<file path="config.mk">
export PLATFORM = sky130hd
export DESIGN_NAME = acc_logic_rot_unit
export DESIGN_NICKNAME = d
export VERILOG_FILES = /design/src/rtl/acc_pkg.sv /design/src/rtl/alu_or_unit.sv /design/src/rtl/alu_rotl_unit.sv /design/src/rtl/alu_zero_detect.sv /design/src/rtl/acc_logic_rot_unit.sv
export SDC_FILE = /design/constraint.sdc
export NUM_CORES = 1
export LEC_CHECK = 0
export BUFFER_PORTS_ARGS = -buffer_cell sky130_fd_sc_hd__buf_2
export CAP_MARGIN = 5
export CORE_MARGIN = 3
export CORE_UTILIZATION = 49
export DETAILED_ROUTE_END_ITERATION = 10
export MAX_ROUTING_LAYER = met4
export PLACE_DENSITY = 0.79
export SLEW_MARGIN = 10
export SYNTH_ARGS = -nofsm -noshare
export SYNTH_HDL_FRONTEND = slang
export SYNTH_HIERARCHICAL = 1
export SYNTH_SLANG_ARGS = --single-unit
export TNS_END_PERCENT = 10
</file>
<file path="constraint.sdc">
create_clock -name clk -period 5.7 [get_ports clk]
set_clock_uncertainty 0.1 [all_clocks]
set_input_delay 0.285 -clock clk [delete_from_list [all_inputs] [get_ports clk]]
set_output_delay 0.285 -clock clk [all_outputs]
set_load 0.01 [all_outputs]
</file>
<file path="src/rtl/acc_pkg.sv">
package acc_pkg;

    localparam int DATA_W = 8;
    localparam int OP_W   = 3;

    typedef enum logic [OP_W-1:0] {
        OP_NOP    = 3'd0,
        OP_OR_MEM = 3'd1,
        OP_OR_IMM = 3'd2,
        OP_OR_TOM = 3'd3,
        OP_ROTL   = 3'd4
    } op_e;

    typedef struct packed {
        logic [DATA_W-1:0] acc;
        logic              zero;
        logic              we;
        logic [DATA_W-1:0] wdata;
    } exec_state_t;

endpackage

</file>
<file path="src/rtl/alu_or_unit.sv">
module alu_or_unit #(
    parameter int W = 8
) (
    input  logic [W-1:0] a_i,
    input  logic [W-1:0] b_i,
    output logic [W-1:0] y_o
);

    for (genvar g = 0; g < W; g++) begin : g_bit
        assign y_o[g] = a_i[g] | b_i[g];
    end

endmodule

</file>
<file path="src/rtl/alu_rotl_unit.sv">
module alu_rotl_unit #(
    parameter int W = 8
) (
    input  logic [W-1:0] a_i,
    output logic [W-1:0] y_o
);

    assign y_o[0] = a_i[W-1];
    for (genvar g = 1; g < W; g++) begin : g_bit
        assign y_o[g] = a_i[g-1];
    end

endmodule

</file>
<file path="src/rtl/alu_zero_detect.sv">
module alu_zero_detect #(
    parameter int W = 8
) (
    input  logic [W-1:0] a_i,
    output logic         zero_o
);

    assign zero_o = ~|a_i;

endmodule

</file>
<file path="src/rtl/acc_logic_rot_unit.sv">
module acc_logic_rot_unit
    import acc_pkg::*;
#(
    parameter int W = DATA_W
) (
    input  logic            clk,
    input  logic            rst,
    input  logic [OP_W-1:0] op_sel,
    input  logic [W-1:0]    mem_rdata,
    input  logic [W-1:0]    imm,
    output logic [W-1:0]    acc_o,
    output logic            zero_o,
    output logic            mem_we_o,
    output logic [W-1:0]    mem_wdata_o
);

    logic [W-1:0] acc_q, acc_d;
    logic         zero_q, zero_d;
    logic         we_q, we_d;
    logic [W-1:0] wdata_q, wdata_d;

    logic [W-1:0] or_b;
    logic [W-1:0] or_res;
    logic [W-1:0] rot_res;
    logic         or_zero;

    assign or_b = (op_sel == OP_OR_IMM) ? imm : mem_rdata;

    alu_or_unit #(.W(W)) or_i (
        .a_i (acc_q),
        .b_i (or_b),
        .y_o (or_res)
    );

    alu_rotl_unit #(.W(W)) rotl_i (
        .a_i (mem_rdata),
        .y_o (rot_res)
    );

    alu_zero_detect #(.W(W)) zdet_i (
        .a_i    (or_res),
        .zero_o (or_zero)
    );

    always_comb begin
        acc_d   = acc_q;
        zero_d  = zero_q;
        we_d    = 1'b0;
        wdata_d = wdata_q;
        unique case (op_sel)
            OP_OR_MEM, OP_OR_IMM: begin
                acc_d  = or_res;
                zero_d = or_zero;
            end
            OP_OR_TOM: begin
                zero_d  = or_zero;
                we_d    = 1'b1;
                wdata_d = or_res;
            end
            OP_ROTL: begin
                we_d    = 1'b1;
                wdata_d = rot_res;
            end
            default: begin
            end
        endcase
    end

    always_ff @(posedge clk) begin
        if (rst) begin
            acc_q   <= '0;
            zero_q  <= 1'b0;
            we_q    <= 1'b0;
            wdata_q <= '0;
        end else begin
            acc_q   <= acc_d;
            zero_q  <= zero_d;
            we_q    <= we_d;
            wdata_q <= wdata_d;
        end
    end

    assign acc_o       = acc_q;
    assign zero_o      = zero_q;
    assign mem_we_o    = we_q;
    assign mem_wdata_o = wdata_q;

    assert_nop_hold_R7: assert property (@(posedge clk) disable iff (rst)
        (op_sel == OP_NOP || op_sel > OP_ROTL) |=> ($stable(acc_o) && $stable(zero_o) && !mem_we_o));

    assert_orm_acc_R4: assert property (@(posedge clk) disable iff (rst)
        (op_sel == OP_OR_TOM) |=> ($stable(acc_o) && mem_we_o
            && mem_wdata_o == ($past(acc_o) | $past(mem_rdata))));

    assert_rotl_flag_R6: assert property (@(posedge clk) disable iff (rst)
        (op_sel == OP_ROTL) |=> ($stable(zero_o) && $stable(acc_o) && mem_we_o));

    assert_or_zero_R5: assert property (@(posedge clk) disable iff (rst)
        (op_sel == OP_OR_MEM || op_sel == OP_OR_IMM) |=> (zero_o == (acc_o == '0)));

    assert_we_source_R8: assert property (@(posedge clk) disable iff (rst)
        mem_we_o |-> ($past(op_sel) == OP_OR_TOM || $past(op_sel) == OP_ROTL));

endmodule

</file>
## Yosys cells after proc, flatten, opt, wreduce, memory -nomap -nowiden

Cells that the tools add are included.

- Flip-flop bits (word level): 18
- Output and inout port bits: 18
- Word-level logic and storage cells: 25

- Equal/unequal tests: 4
- Muxes and demuxes: 3
- Bitwise logic cells: 8
- Reductions and logical operators: 6

Operators by type and width:

| operator | number |
|---|---|
| case mux 8 bit (2 select lines) | 1 |
| two-way mux 8 bit | 1 |
| bitwise OR 1 bit | 8 |
| OR reduction 8 bit | 1 |
| equality test 3 x 2 -> 1 bit, second input constant | 2 |
| OR reduction 2 bit | 2 |
| equality test 3 x 1 -> 1 bit, second input constant | 1 |
| equality test 3 bit, second input constant | 1 |
| OR reduction 3 bit | 1 |
| nonzero test 2 bit | 1 |
| zero test 1 bit | 1 |
| two-way mux 1 bit | 1 |

## Depth between registers and ports, before layout

- Depth in word-level cells: 5
- Depth in mapped cells: 8
- Depth with buffers taken out: 7

## Cells and area by module

Netlist, hierarchy kept.

By module, submodules not included:

| module | instances | cells each | area each (sq um) |
|---|---|---|---|
| acc_logic_rot_unit | 1 | 98 | 924.6 |
| alu_rotl_unit | 1 | 8 | 60.1 |
| alu_or_unit | 1 | 8 | 50.0 |
| alu_zero_detect | 1 | 3 | 18.8 |

## Worst setup path before layout

Ideal clock, no wire load.

- Path kind: input to register
- Start: input port op_sel[0]
- End: register zero_q (netlist: zero_o)
- Library setup time: 0.065 ns
- Arrival: 2.125 ns
- Setup slack: 3.410 ns
- Stages on the path: 8
- Cell sequence: buf_4 -> nor3b_4 -> mux2_2 -> or2_1 -> or4_1 -> nor2_1 -> mux2i_1 -> nor2_1

- Cells in the longest elaborated chain, start to end: 5
- Elaborated cells between the ends (all ways): 15

RTL lines:

| what | line | RTL |
|---|---|---|
| from (decl) | acc_logic_rot_unit.sv:8 | `input logic [OP_W-1:0] op_sel,` |
| equality test 3 x 2 -> 1 bit | acc_logic_rot_unit.sv:27 | `assign or_b = (op_sel == OP_OR_IMM) ? imm : mem_rdata;` |
| two-way mux 8 bit | acc_logic_rot_unit.sv:27 |  |
| named net or_b[7] | acc_logic_rot_unit.sv:22 | `logic [W-1:0] or_b;` |
| bitwise OR 1 bit | alu_or_unit.sv:10 | `assign y_o[g] = a_i[g] \| b_i[g];` |
| named net or_res[7] | acc_logic_rot_unit.sv:23 | `logic [W-1:0] or_res;` |
| OR reduction 8 bit | alu_zero_detect.sv:8 | `assign zero_o = ~\|a_i;` |
| zero test 1 bit | alu_zero_detect.sv:8 |  |
| named net or_zero | acc_logic_rot_unit.sv:25 | `logic or_zero;` |
| to (signal assigned) | acc_logic_rot_unit.sv:77 | `zero_q <= zero_d;` |
| to (decl) | acc_logic_rot_unit.sv:18 | `logic zero_q, zero_d;` |

The timed path passes the listed nets, and every way through them passes these cells.
A chain may end at the register's enable or synchronous reset.

## Final worst setup path

- Start: input port op_sel[1]
- End: register zero_q (netlist: zero_o)

Same word-level chain as after synthesis.

==> out/metrics.csv <==
metric,value,unit
Total GRT Usage,0.186,
synth unique cells,19,
hold slack final,0.157,ns
FF-to-FF Start,acc_o[0],
"Cell Area, Synth",1050,µm²
crit path max-delay cell type,or4_1,
min-delay src,mem_rdata[6],
hold path cells,3,
Vias,876,
R2R cell count,5,
Seq cells post-synth,18,
"count leader, synth",dfxtp_1,
CTS hold repair buffers,0,
routed length on met1,968,µm
fin crit period,2.19,ns
pwr dens,229,nW/µm²
Post-synth EDFFs,0,
Num CTS Buffers,3,
Slew Limit Fails,0,
DP Wirelength,1.79,mm
ANT nets after route,0,
die area,2740,µm²
antenna fix cells,0,
Commonest cells post-synth,"dfxtp_1, nand2_1, nand2b_1, buf_4, nor2_1",
met3 WL post-DR,120,µm
final setup vio count,0,
post_cts resized,0,
DRT iter0 DRCs,22,
die width,52.4,µm
htree depth,1,
RSZ-0062 raised after global routing,false,
residual DRC count,0,
setup TNS,0,ns
Core ar.,2000,µm²
Max stage delay on crit path,0.53,ns
later-pin clock latency in the skew report,0.29,ns
overall power,0.000279,W
fin crit share,0.385,
fmax,456,MHz
Hold Path Class,primary input to register,
Final Hold Fails,0,
GR Overflow Total,0,
Max-Cap Viols,0,
Yosys warnings,6,
vias in the first global route,837,
drt via density,5.09,
port bufs,38,
Root Driver,clkbuf_4,
initial antenna violation count,0,
Max VDD drop,0.000126,V
CTS tree,yes,
wire per inst,13.3,µm
first-pass GRT wire length,3.71,mm
"Top cell by count, worst path",nor2_1,
Arrival @ worst endpoint,2.33,ns
Leak Pwr,0.535,nW
Slew HR,0.658,
WS Path Type,primary input to register,
Reg2Reg Setup Slack,4.15,ns
Main synth FF type,dfxtp_1,
initial core utilization,0.526,
placer's final routability congestion estimate,0.925,
I/O pins,39,
layout cell share with drive strength beyond 1,0.372,
1st-pass router iterations,4,
share of the synthesized area in the top cell type,0.342,
Syn-to-layout area delta,15.7,%
largest net degree at the start of global routing,27,
WL final,2.29,mm
Post-CTS Setup Bufs,0,
post-synthesis async set-or-reset flop share,0,
critical path's top delay family,simple AND/OR/NAND/NOR gates,
status,finished clean,
Max clock buf depth,2,
Slew @ Worst Pin,0.513,ns
Nets,167,
clk slew on worst S/H paths,0.11,ns
synth top area cells,"dfxtp_1, nand2b_1, mux2i_1",
Mapped Avg Cell Area,9.00,µm²
Clock Sinks,18,
CP Capture Type,register,
leading area contributor after synthesis,dfxtp_1,
sequential-to-total area share from yosys stat,0.342,
"Cell Chain, Critical Path",buf_2 -> nor3b_4 -> mux2_2 -> or2_1 -> or4_1 -> nor2_1 -> mux2i_1 -> nor2_1,
critical path depth,8,
cells after synthesis,117,
Top Metal Used,met4,
Worst EP required,5.83,ns
row cnt,16,
worst-path fanout max,8,
Buf/Inv on CP,1,
startpoint types,primary input,
worst setup path start,op_sel[1],
DIE HEIGHT,52.4,µm
met2 wire len,1.14,mm
synthesized netlist net count,138,
==> cell type report <==
| type | count | area, µm² |
|---|---|---|
| fillers | 189 | 783 |
| clock buffers | 4 | 36.3 |
| well taps | 27 | 33.8 |
| repair buffers | 38 | 190 |
| flip-flops and latches | 18 | 360 |
| multi-input cells | 85 | 598 |
==> kinds of logic after synthesis <==
kind of cell           synth area share
multiplexers                      0.171
buffers and inverters            0.0903
XOR/XNOR                        0.00832
AO/OA/AOI/OAI                    0.0784
flip-flops                        0.342
AND/OR/NAND/NOR                   0.310
==> tightest hold or removal path, cell delays in order <==
cell	delay, ns
buf_2	0.10
nand2_1	0.05
a311oi_1	0.07
==> per-stage QoR <==
| step | cells | area [µm²] | util | setup WS (ns) |
|---|---|---|---|---|
| after CTS | 172 | 1220 | 0.609 | 3.52 |
| after global routing | 172 | 1220 | 0.609 | 3.39 |
| after global placement | 168 | 1180 | 0.591 | 3.28 |
| final | 172 | 1220 | 0.609 | 3.51 |
| after detailed placement | 168 | 1180 | 0.591 | 3.22 |
| after floorplan | 117 | 1050 | - | 3.41 |
==> routing by layer <==
layer,GRT usage,up-vias
li1,-,449
met1,0.206,383
met2,0.320,36
met3,0.0342,8
met4,0.0851,0
met5,-,-
==> flip-flops by register name (all words and copies together), names as in the netlist <==
register / count
acc_o: 8
mem_wdata_o: 8
mem_we_o: 1
zero_o: 1
==> final timing paths <==
path / endpoint
worst max-delay path: zero_o
worst min register to register: mem_wdata_o[3]
worst min-delay path: mem_wdata_o[7]
worst max register to register: zero_o
==> report_power, final <==
part / total, W / switching, W / internal (W)
Combinational: 0.0000602 / 0.0000313 / 0.0000288
Sequential: 0.000139 / 0.00000494 / 0.000134
Clock: 0.0000794 / 0.0000405 / 0.0000389
==> layout by cell type (no fill, tap or decap), drive strengths merged <==
| master | count |
|---|---|
| a21oi | 1 |
| a311oi | 8 |
| buf | 38 |
| clkbuf | 4 |
| dfxtp | 18 |
| mux2 | 8 |
| mux2i | 9 |
| nand2 | 16 |
| nand2b | 16 |
| nand3b | 1 |
| nor2 | 11 |
| nor3b | 2 |
| o21bai | 1 |
| or2 | 8 |
| or3b | 1 |
| or4 | 2 |
| xnor2 | 1 |
(Power assumes the default switching activity.)
